$ cat src/rtl/dio_pkg.sv
package dio_pkg;
   // byte offsets of the bank; decoders compare them against the full address
   localparam int unsigned OFS_OUT_BASE = 0;
   localparam int unsigned OFS_TTL_OUT  = 3;
   localparam int unsigned OFS_IN_BASE  = 4;
   localparam int unsigned OFS_TTL_IN   = 7;
   localparam int unsigned OFS_CTL      = 12;
   localparam int unsigned OFS_RSVD     = 13;
   localparam int unsigned OFS_COSEN    = 14;
   localparam int unsigned OFS_SRST     = 15;
   localparam int unsigned MAX_BYTES    = 3;

   // write strobes for the single-byte registers
   typedef struct packed {
      logic ttl;
      logic ctl;
      logic cosen;
      logic srst;
   } wr_strb_t;
endpackage

$ cat src/rtl/dio_sync.sv
module dio_sync #(
   parameter int W      = 32,
   parameter int STAGES = 2
) (
   input  logic         clk,
   input  logic         rst_n,
   input  logic [W-1:0] d,
   output logic [W-1:0] q
);
   if (STAGES < 2) begin : g_bad_stages
      $error("dio_sync: STAGES must be at least 2");
   end
   if (W < 1) begin : g_bad_w
      $error("dio_sync: W must be positive");
   end

   logic [W-1:0] chain [STAGES];

   for (genvar s = 0; s < STAGES; s++) begin : g_stage
      always_ff @(posedge clk or negedge rst_n) begin
         if (!rst_n) begin
            chain[s] <= '0;
         end else if (s == 0) begin
            chain[s] <= d;
         end else begin
            chain[s] <= chain[(s == 0) ? 0 : s-1];
         end
      end
   end

   assign q = chain[STAGES-1];
endmodule

$ cat src/rtl/dio_latch.sv
module dio_latch #(
   parameter int W = 8
) (
   input  logic         clk,
   input  logic         rst_n,
   input  logic         clr,
   input  logic         we,
   input  logic [W-1:0] d,
   output logic [W-1:0] q
);
   always_ff @(posedge clk or negedge rst_n) begin
      if (!rst_n) begin
         q <= '0;
      end else if (clr) begin
         q <= '0;
      end else if (we) begin
         q <= d;
      end
   end
endmodule

$ cat src/rtl/dio_addr_dec.sv
module dio_addr_dec
   import dio_pkg::*;
#(
   parameter int ADDR_W = 4,
   parameter int NB     = 3
) (
   input  logic [ADDR_W-1:0] addr,
   input  logic              wr,
   output logic [NB-1:0]     wr_out,
   output wr_strb_t          wr_one
);
   for (genvar i = 0; i < NB; i++) begin : g_out
      assign wr_out[i] = wr && (addr == ADDR_W'(OFS_OUT_BASE + i));
   end

   assign wr_one.ttl   = wr && (addr == ADDR_W'(OFS_TTL_OUT));
   assign wr_one.ctl   = wr && (addr == ADDR_W'(OFS_CTL));
   assign wr_one.cosen = wr && (addr == ADDR_W'(OFS_COSEN));
   assign wr_one.srst  = wr && (addr == ADDR_W'(OFS_SRST));
endmodule

$ cat src/rtl/dio_rd_mux.sv
module dio_rd_mux
   import dio_pkg::*;
#(
   parameter int ADDR_W = 4,
   parameter int NB     = 3,
   parameter int DW     = 8
) (
   input  logic [ADDR_W-1:0] addr,
   input  logic [NB*DW-1:0]  out_q,
   input  logic [NB*DW-1:0]  in_s,
   input  logic [DW-1:0]     ttl_q,
   input  logic [DW-1:0]     ttl_s,
   input  logic [DW-1:0]     ctl_q,
   input  logic [DW-1:0]     cosen_q,
   input  logic              irq,
   output logic [DW-1:0]     data
);
   always_comb begin
      data = '0;
      for (int i = 0; i < NB; i++) begin
         if (addr == ADDR_W'(OFS_OUT_BASE + i)) data = out_q[i*DW +: DW];
         if (addr == ADDR_W'(OFS_IN_BASE + i))  data = in_s[i*DW +: DW];
      end
      if (addr == ADDR_W'(OFS_TTL_OUT)) data = ttl_q;
      if (addr == ADDR_W'(OFS_TTL_IN))  data = ttl_s;
      if (addr == ADDR_W'(OFS_CTL))     data = ctl_q;
      if (addr == ADDR_W'(OFS_COSEN))   data = cosen_q;
      if (addr == ADDR_W'(OFS_SRST))    data = {{(DW-1){1'b0}}, irq};
   end
endmodule

$ cat src/rtl/dio_regbank.sv
module dio_regbank
   import dio_pkg::*;
#(
   parameter int ADDR_W      = 4,
   parameter int DW          = 8,
   parameter int NB          = 3,
   parameter int SYNC_STAGES = 2,
   parameter int OE_BIT      = 1,
   localparam int LINES      = NB*DW,
   localparam int SYNC_W     = LINES + DW
) (
   input  logic              clk,
   input  logic              rst_n,
   input  logic [ADDR_W-1:0] bus_addr,
   input  logic              bus_wr,
   input  logic              bus_rd,
   input  logic [DW-1:0]     bus_wdata,
   output logic [DW-1:0]     bus_rdata,
   output logic [LINES-1:0]  out_lines,
   input  logic [LINES-1:0]  in_lines,
   input  logic [DW-1:0]     ttl_pin_in,
   output logic [DW-1:0]     ttl_pin_out,
   output logic              ttl_oe,
   output logic [DW-1:0]     cos_en,
   input  logic              irq_pin,
   output logic [SYNC_W-1:0] sync_out
);
   if (ADDR_W < 4) begin : g_bad_addr
      $error("dio_regbank: ADDR_W must cover 16 offsets");
   end
   if (NB < 1 || NB > MAX_BYTES) begin : g_bad_nb
      $error("dio_regbank: NB must be 1 to 3");
   end
   if (OE_BIT < 0 || OE_BIT >= DW) begin : g_bad_oe
      $error("dio_regbank: OE_BIT outside the data byte");
   end

   logic [NB-1:0]     wr_out;
   wr_strb_t          wr_one;
   logic              soft_clr;
   logic [LINES-1:0]  out_q;
   logic [DW-1:0]     ttl_q;
   logic [DW-1:0]     ctl_q;
   logic [DW-1:0]     cosen_q;
   logic [SYNC_W-1:0] sync_q;
   logic [DW-1:0]     rd_next;

   dio_addr_dec #(.ADDR_W(ADDR_W), .NB(NB)) u_dec (
      .addr   (bus_addr),
      .wr     (bus_wr),
      .wr_out (wr_out),
      .wr_one (wr_one)
   );

   assign soft_clr = wr_one.srst;

   for (genvar i = 0; i < NB; i++) begin : g_out_byte
      dio_latch #(.W(DW)) u_out (
         .clk   (clk),
         .rst_n (rst_n),
         .clr   (soft_clr),
         .we    (wr_out[i]),
         .d     (bus_wdata),
         .q     (out_q[i*DW +: DW])
      );
   end

   dio_latch #(.W(DW)) u_ttl (
      .clk(clk), .rst_n(rst_n), .clr(soft_clr),
      .we(wr_one.ttl), .d(bus_wdata), .q(ttl_q)
   );

   dio_latch #(.W(DW)) u_ctl (
      .clk(clk), .rst_n(rst_n), .clr(soft_clr),
      .we(wr_one.ctl), .d(bus_wdata), .q(ctl_q)
   );

   dio_latch #(.W(DW)) u_cosen (
      .clk(clk), .rst_n(rst_n), .clr(soft_clr),
      .we(wr_one.cosen), .d(bus_wdata), .q(cosen_q)
   );

   dio_sync #(.W(SYNC_W), .STAGES(SYNC_STAGES)) u_sync (
      .clk   (clk),
      .rst_n (rst_n),
      .d     ({ttl_pin_in, in_lines}),
      .q     (sync_q)
   );

   dio_rd_mux #(.ADDR_W(ADDR_W), .NB(NB), .DW(DW)) u_mux (
      .addr    (bus_addr),
      .out_q   (out_q),
      .in_s    (sync_q[LINES-1:0]),
      .ttl_q   (ttl_q),
      .ttl_s   (sync_q[SYNC_W-1:LINES]),
      .ctl_q   (ctl_q),
      .cosen_q (cosen_q),
      .irq     (irq_pin),
      .data    (rd_next)
   );

   always_ff @(posedge clk or negedge rst_n) begin
      if (!rst_n) begin
         bus_rdata <= '0;
      end else if (bus_rd) begin
         bus_rdata <= rd_next;
      end
   end

   assign out_lines   = out_q;
   assign ttl_oe      = ctl_q[OE_BIT];
   assign ttl_pin_out = ttl_oe ? ttl_q : '0;
   assign cos_en      = cosen_q;
   assign sync_out    = sync_q;
endmodule

$ cat config.mk
export PLATFORM = sky130hd
export DESIGN_NAME = dio_regbank
export DESIGN_NICKNAME = d
export VERILOG_FILES = /design/src/rtl/dio_pkg.sv /design/src/rtl/dio_sync.sv /design/src/rtl/dio_latch.sv /design/src/rtl/dio_addr_dec.sv /design/src/rtl/dio_rd_mux.sv /design/src/rtl/dio_regbank.sv
export SDC_FILE = /design/constraint.sdc
export NUM_CORES = 1
export LEC_CHECK = 0
export ABC_AREA = 1
export BUFFER_PORTS_ARGS = -buffer_cell sky130_fd_sc_hd__buf_2
export CORE_MARGIN = 2
export CORE_UTILIZATION = 49
export DETAILED_ROUTE_END_ITERATION = 8
export GPL_ROUTABILITY_DRIVEN = 0
export PLACE_DENSITY = 0.74
export SLEW_MARGIN = 10
export SYNTH_ARGS = -nofsm -noshare
export SYNTH_HDL_FRONTEND = slang
export SYNTH_SLANG_ARGS = --single-unit
$ cat constraint.sdc
create_clock -name clk -period 2.9 [get_ports clk]
set_input_delay 0.87 -clock clk [delete_from_list [all_inputs] [get_ports clk]]
set_output_delay 0.87 -clock clk [all_outputs]
set_load 0.1 [all_outputs]
### After elaboration in Yosys (flattened, before gate mapping)

Cells that the tools add are included.

| word-level totals | value |
|---|---|
| register bits | 120 |
| input bits | 49 |
| output and inout port bits | 81 |
| logic and storage cells | 57 |

| cells by class | value |
|---|---|
| equality and inequality tests | 10 |
| muxes and demuxes | 24 |
| reduce and logical (&&, ||, !) cells | 14 |

Operators by type and width:

| operator | number |
|---|---|
| $mux 8 | 24 |
| $eq 4x3->1 const B | 4 |
| $eq 4x4->1 const B | 3 |
| $reduce_bool 2->1 | 6 |
| $eq 4x2->1 const B | 2 |
| $logic_and 1x1->1 | 7 |
| $eq 4x1->1 const B | 1 |
| $logic_not 4->1 | 1 |

### Logic depth before layout (Yosys ltp)

Gate-level depths: netlist (run 1).

| logic depth | value |
|---|---|
| depth after elaboration | 12 |
| depth in mapped cells | 12 |
| mapped depth without buffers | 11 |

### Hierarchy

A second synthesis (run 1) with hierarchy kept.

| unflattened totals | value |
|---|---|
| cells, all modules | 558 |
| area, all modules | 5147.4 µm² |

Modules (own cells, without submodules):

| module | times used | cells an instance | area an instance (µm²) | seq. area each (µm²) |
|---|---|---|---|---|
| dio_latch | 6 | 35 | 335.3 | 200.2 |
| dio_sync | 1 | 96 | 1841.8 | 1601.5 |
| dio_rd_mux | 1 | 184 | 844.6 | 0.0 |
| dio_regbank | 1 | 51 | 377.9 | 200.2 |
| dio_addr_dec | 1 | 17 | 71.3 | 0.0 |

### Least setup slack after synthesis (run 1)

No wires, ideal clock.

| timing path | value |
|---|---|
| path type | register -> output |
| start point | register u_ctl.q[1] |
| end point | output ttl_pin_out[2] |
| arrival | 1.907 ns |
| data required time | 2.030 ns |
| slack | 0.123 ns |
| stages on the path, launching flop included | 4 |
| buffers on the path | 1 |
| cells stage by stage | dfrtp_1 -> clkbuf_1 -> nand2_1 -> inv_1 |

| on the way | value |
|---|---|
| word-level cells in the longest chain between the ends | 1 |

RTL lines:

| what | RTL line | text |
|---|---|---|
| from (decl) | dio_latch.sv:9 | `output logic [W-1:0] q` |
| from (signal assigned) | dio_latch.sv:13 | `q <= '0;` |
| from (signal assigned) | dio_latch.sv:15 | `q <= '0;` |
| from (signal assigned) | dio_latch.sv:17 | `q <= d;` |
| $mux 8 | dio_regbank.sv:112 | `assign ttl_pin_out = ttl_oe ? ttl_q : '0;` |
| to (decl) | dio_regbank.sv:22 | `output logic [DW-1:0] ttl_pin_out,` |

No other way between the ends.

### Worst setup path after layout (run 1)

| timing path | value |
|---|---|
| start point | register u_ctl.q[1] |
| end point | output ttl_pin_out[1] |

Same word-level chain as after synthesis.

==> summary.txt, run 1 <==
Status
  • Status: finished clean

Worst setup path
  • RR Endpoint: bus_rdata[1]
  • Crit end category: output port
  • Crit path launch type: register
  • Req. time, crit path: 2.03 ns
  • CP Max Fanout: 11
  • WS Path Type: register to output port
  • Flop2flop setup slack: approximately 1.4 ns
  • Reg2Reg Depth: 8
  • Critical Path AT: 1.76 ns
  • R2R Path Start: g_out_byte[1].u_out.q[1]

Floorplanning
  • Site Rows: 35
  • Core Area: 9280 um2
  • Width of the die: 102 um
  • IO Count: 130
  • DIE HEIGHT: 102 um
  • Initial Util: 0.506
  • Die area: 10400 um2

Yosys
  • Syn. warnings: 0
  • Area leader, netlist: dfrtp_1
  • Seq cells post-synth: 120
  • Yosys top cell area share: 0.639
  • Register area share after synthesis: 0.639
  • Top post-synthesis cells by area: dfrtp_1, nand2_1, buf_4
  • Syn Nets: 526
  • Syn avg cell area: 9.85 um2
  • Synth Instances: 477
  • Netlist cell types: 20
  • Mapped Area: between 4000 and 5000 um2

Timing
  • Final worst path period share: 0.908
  • Worst Max-Slew Pin Slew: around 0.74 ns
  • Min Tclk post-route: 2.63 ns
  • Fin. Hold Viols: 0
  • Final Max Slew Viols: 0
  • Clock Skews: 0.00539 ns
  • Hold WS: 0.346 ns
  • RSZ-0062 raised after global routing: false
  • Final Setup Violations: 0
  • Rel. slew slack: 0.509
  • Max frequency: 380 MHz
  • Final TNS setup: 0 ns
  • Setup ws final: 0.266 ns

Finish
  • Ant. Diodes: 0
  • Fillers: 798
  • Share of the core filled with cells: 0.625
  • Fin nets: 637
  • Fraction of layout cells with a size suffix above 1: 0.306
  • Synthesis-to-layout area growth: 23.5%
  • Cell area after layout: just under 6000 um2
  • Final Non-Filler Cells: 730

Clock network
  • Clk sink count: 120
  • H-tree levels: 4
  • Clock transition at path regs: 0.05 ns
  • Hold Buf Count CTS: 0
  • CTS tree: built
  • Post-CTS Setup Repair Bufs: 0
  • Maximum clock path buffer count: 2
  • Worst skew pair latency: 0.51 ns
  • Num CTS Buffers: 17
  • CTS root buf: clkbuf_8
  • Resize count post-CTS: 0

Route
  • TritonRoute pass-1 iters: 5
  • Post-route ant nets: 0
  • WL per Instance: between 15 and 20 um
  • Post-DR vias/cell: 5.12
  • Iteration-0 DRC count of the detailed router: 264
  • Routed wire length: 12300 um
  • DRC: 0
  • Routed vias: approximately 3700

Place
  • Post-place setup slack: 0.461 ns
  • Placed insts: between 600 and 700
  • Final HPWL DP: between 8000 and 9000 um
  • IO buf count: between 100 and 150
  • Placed inst area: 5260 um2

Flow run
  • Max_cap viols: 0

Worst hold path
  • Hold path cells: 0
  • Worst Hold End: u_sync.q[8]
  • Hold_sp: u_sync.chain[40]
  • Worst min path class: register to register

Global routing
  • Vias in the first global route: 3573
  • Initial antenna violation count: 0
  • Total gr overflow: 0
  • Largest net degree at the start of global routing: 60
  • First-pass GRT wire length: 18800 um
  • Total track usage: 0.246

Power and ir drop
  • Pwr Total: 5.68 mW
  • Leak: ~3 nW
  • PD cells: 979 nW/um2
  • Maximum vdd drop: 0.470 mV
==> where the power goes <==
part	total, mW	switching (mW)	internal [mW]
logic	1.72	1.48	0.238
registers	2.08	0.189	1.89
clock network	1.89	0.740	1.15
==> Yosys cell counts <==
cell	number
a21oi_1	14
buf_2	7
buf_4	32
clkbuf_1	1
dfrtp_1	120
inv_1	24
inv_2	4
nand2_1	147
nand2_2	3
nand3_1	10
nand4_1	11
nor2_1	23
nor2_2	5
nor2_4	3
nor3_1	7
o211ai_1	3
o21ai_0	25
o21ai_1	28
o21ai_2	6
or2_0	4
==> routing by layer <==
metal / global-route usage / part of all wire / routed length (um) / vias up
met5: 0 / 0 / 0 / -
met4: 0.101 / 0.019 / 232 / 0
met3: 0.0650 / 0.10 / 1260 / 23
met2: 0.369 / 0.46 / 5610 / 218
met1: 0.344 / 0.42 / 5150 / 1753
li1: - / - / - / 1740
==> logic make-up after synthesis <==
kind of cell | after synthesis | synth area share
buf+inv | 68 | 0.0818
simple gates | 213 | 0.192
compound gates | 76 | 0.0873
flops | 120 | 0.639
==> critical path, stage by stage, from the launching register on <==
cell,delay (ns)
dfrtp_1,0.65
nand2_1,0.11
inv_1,0.07
buf_2,0.42
==> registers in the layout, indices dropped and copies added, names as in the netlist <==
signal              count
u_ttl.q                 8
g_out_byte.u_out.q     24
u_ctl.q                 8
u_cosen.q               8
bus_rdata               8
u_sync.chain           32
u_sync.q               32
==> cell type report <==
| cell class | count | area [um2] | share of cell area |
|---|---|---|---|
| flip-flops and latches | 120 | 3000 | 0.518 |
| multi-input cells | 289 | 1310 | 0.226 |
| repair buffers | 132 | 683 | 0.118 |
| clock buffers | 19 | 432 | 0.0744 |
| well taps | 129 | 161 | 0.0278 |
| clock inverters | 13 | 106 | 0.0183 |
| inverters | 28 | 105 | 0.0181 |
==> cells in the final DEF (no fill, tap or decap), types with 2 or more instances in the layout <==
cell        count
nand2_1       147
buf_2         128
dfrtp_1       120
o21ai_1        28
o21ai_0        25
inv_1          24
nor2_1         23
clkbuf_16      16
a21oi_1        14
nand4_1        11
nand3_1        10
nor3_1          7
o21ai_2         6
clkinv_2        6
nor2_2          5
clkinvlp_4      5
inv_2           4
or2_0           4
nand2_2         3
nor2_4          3
o211ai_1        3
buf_4           3
clkbuf_8        2
==> worst max-delay path by stage <==
stage / start / to / slack [ns] / cells past startpoint
floorplan: u_ctl.q[1] / ttl_pin_out[2] / 0.12 / 3
detailed placement: bus_addr[3] / bus_rdata[4] / 0.46 / 12
CTS: u_ctl.q[1] / ttl_pin_out[1] / 0.27 / 3
global placement: bus_addr[3] / bus_rdata[4] / 0.50 / 12
global route: u_ctl.q[1] / ttl_pin_out[2] / 0.16 / 3
finish: u_ctl.q[1] / ttl_pin_out[1] / 0.27 / 3
(Power assumes the default switching activity.)
==> run 2: changes to the inputs <==
BUFFER_PORTS_ARGS = -buffer_cell sky130_fd_sc_hd__clkbuf_2   (was -buffer_cell sky130_fd_sc_hd__buf_2)
CELL_PAD_IN_SITES_DETAIL_PLACEMENT = 2   (was not set)
CELL_PAD_IN_SITES_GLOBAL_PLACEMENT = 2   (was not set)
CORE_UTILIZATION = 34   (was 49)
PLACE_DENSITY = 0.83   (was 0.74)
==> run 2 against run 1 <==
Compared with the run above: clock skew rose by 0.00090 ns; design area rose by 2.5%; cell count rose by 6.7%; sequential share of layout area fell by 1.3 points; global-route usage fell by 2.4 points; first-iteration DRC count fell by 23%; largest cell class unchanged; clock power rose by 14%; non-clock buffer count rose by 2; wire length rose by 26%; sequential power barely moved.
==> summary.txt, run 2 (synthesis gave the netlist of run 1 again) <==
Worst setup path
  • Critical-path top delay cell: dfrtp_1
  • Reg2Reg Depth: 8
  • CP Max Fanout: 11
  • Crit path launch type: register
  • Flop2flop setup slack: 1.29 ns
  • Worst path cell trace: nand2_1 > inv_1 > clkbuf_2
  • WS Path Type: register to output port
  • Peak per-stage delay on the critical path: 0.59 ns
  • R2R Path Start: g_out_byte[1].u_out.q[1]
  • Req. time, crit path: 2.03 ns
  • Critical Path AT: between 1.5 and 2 ns
  • Crit end category: output port
  • RR Endpoint: bus_rdata[1]

Global routing
  • GR Util met1: 0.276
  • Total gr overflow: 0
  • Largest net degree at the start of global routing: between 70 and 80
  • Total track usage: 0.222
  • Met3 Resource Use GR: 0.0665
  • Initial antenna violation count: 0
  • Most Used Layer, Global Route: met2
  • Vias in the first global route: about 4300
  • First-pass GRT wire length: 24200 um
  • GRT met2 Usage: 0.377

Timing
  • Setup ws final: 0.315 ns
  • Min Tclk post-route: 2.58 ns
  • Final TNS setup: 0 ns
  • Rel. slew slack: 0.553
  • Max frequency: 387 MHz
  • Worst Max-Slew Pin Slew: 0.671 ns
  • Final Max Slew Viols: 0
  • RSZ-0062 raised after global routing: false
  • Fin. Hold Viols: 0
  • Clock Skews: about 0.0063 ns
  • Final worst path period share: 0.891
  • Final Setup Violations: 0

Finish
  • Cell area after layout: 5950 um2
  • Most common cell after layout, fill and taps aside: nand2_1
  • Most frequent cells in the layout: nand2_1, clkbuf_2, dfrtp_1, o21ai_1, o21ai_0
  • Ant. Diodes: 0
  • Largest registers: u_sync.chain: 32 flops, u_sync.q: 32 flops, g_out_byte.u_out.q: 24 flops
  • Fin nets: 639
  • Fillers: 1437
  • Fraction of layout cells with a size suffix above 1: 0.310
  • Synthesis-to-layout area growth: 26.6%

Worst hold path
  • Worst min path class: input port to async pin

Route
  • WL per Instance: 19.9 um
  • TritonRoute pass-1 iters: 4
  • Post-route ant nets: 0
  • DRC: 0
  • Routed vias: 3805
  • Iteration-0 DRC count of the detailed router: 202
  • Post-DR vias/cell: 4.88
  • Routed wire length: 15500 um

Clock network
  • Resize count post-CTS: 0
  • CTS root buf: clkbuf_16
  • Hold Buf Count CTS: 0
  • CTS tree: built
  • Clk sink count: 120
  • Num CTS Buffers: 17
  • Post-CTS Setup Repair Bufs: 0
  • Clock transition at path regs: 0.06 ns
  • H-tree levels: 4
  • Worst skew pair latency: 0.42 ns
  • Maximum clock path buffer count: 2

Power and ir drop
  • Seq pwr share: 0.347
  • Switching Fraction: 0.420
  • Cell internal pwr: 3.46 mW
  • Leak: between 3 and 4 nW
  • Gate power share: 0.293
  • Maximum vdd drop: roughly 0.43 mV
  • Switch Pwr: 2.51 mW
  • Clock power frac: 0.359
  • PD cells: 1000 nW/um2

Floorplanning
  • Die area: ~15000 um2
  • Site Rows: 42
  • DIE HEIGHT: 122 um
  • Core Area: 13300 um2
  • Width of the die: 122 um
  • IO Count: 130
  • Initial Util: 0.352

Flow run
  • Max_cap viols: 0

Status
  • Status: finished clean

Place
  • Placed inst area: 5340 um2
  • Post-place setup slack: 0.279 ns
  • IO buf count: 129
  • Final HPWL DP: ~11000 um
==> run 2: changes by cell type in the layout (fill, tap and decap cells not counted) <==
cell,previous run,this run
inv_6,0,3
clkbuf_1,1,0
clkbuf_8,2,3
buf_4,3,5
bufinv_16,1,2
buf_2,128,0
clkinv_2,6,0
clkinv_4,1,2
clkbuf_2,0,128
clkbuf_16,16,17
==> run 2: power by group through the flow <==
stage / Sequential [mW] / Clock, mW / Combinational [mW]
floorplan: 2.90 / 0 / 0.556
global placement: 2.08 / 0 / 1.71
detailed placement: 2.10 / 0 / 1.74
CTS: 2.07 / 2.18 / 1.76
global route: 2.10 / 2.26 / 1.83
finish: 2.08 / 2.15 / 1.75
==> run 2: worst max-delay path by stage <==
stage / startpoint / endpoint
5_1_grt: u_ctl.q[1] / ttl_pin_out[4]
6_report: u_ctl.q[1] / ttl_pin_out[4]
4_1_cts: u_ctl.q[1] / ttl_pin_out[4]
2_1_floorplan: u_ctl.q[1] / ttl_pin_out[2]
3_3_place_gp: bus_addr[3] / bus_rdata[1]
3_5_place_dp: bus_addr[3] / bus_rdata[3]
==> run 2: metal layers <==
metal,share of wire,up-vias
met5,0,-
met4,0.012,0
met3,0.049,13
met2,0.51,103
met1,0.43,1953
li1,-,1736
==> run 2: layout make-up <==
| cell class | count | area [um2] | area share |
|---|---|---|---|
| flip-flops and latches | 120 | 3000 | 0.505 |
| multi-input cells | 289 | 1310 | 0.221 |
| repair buffers | 134 | 698 | 0.117 |
| clock buffers | 20 | 467 | 0.0785 |
| well taps | 176 | 220 | 0.0370 |
| clock inverters | 12 | 141 | 0.0238 |
| inverters | 28 | 105 | 0.0177 |
==> run 2: worst max-delay path, delay by kind of cell, from the launching register on <==
kind | cells | cell delay, ns
DFF | 1 | 0.59
buffers and inverters | 2 | 0.54
and+or+nand+nor | 1 | 0.17
==> run 2: per-stage QoR <==
step | hold slack (ns) | utilization | instances | power, mW
3_5_place_dp | 0.336 | 0.400 | 747 | 3.84
6_report | 0.243 | 0.445 | 779 | 5.97
2_1_floorplan | 0.331 | - | 477 | 3.46
5_1_grt | 0.222 | 0.445 | 779 | 6.19
3_3_place_gp | 0.332 | 0.400 | 747 | 3.79
4_1_cts | 0.224 | 0.445 | 779 | 6.02
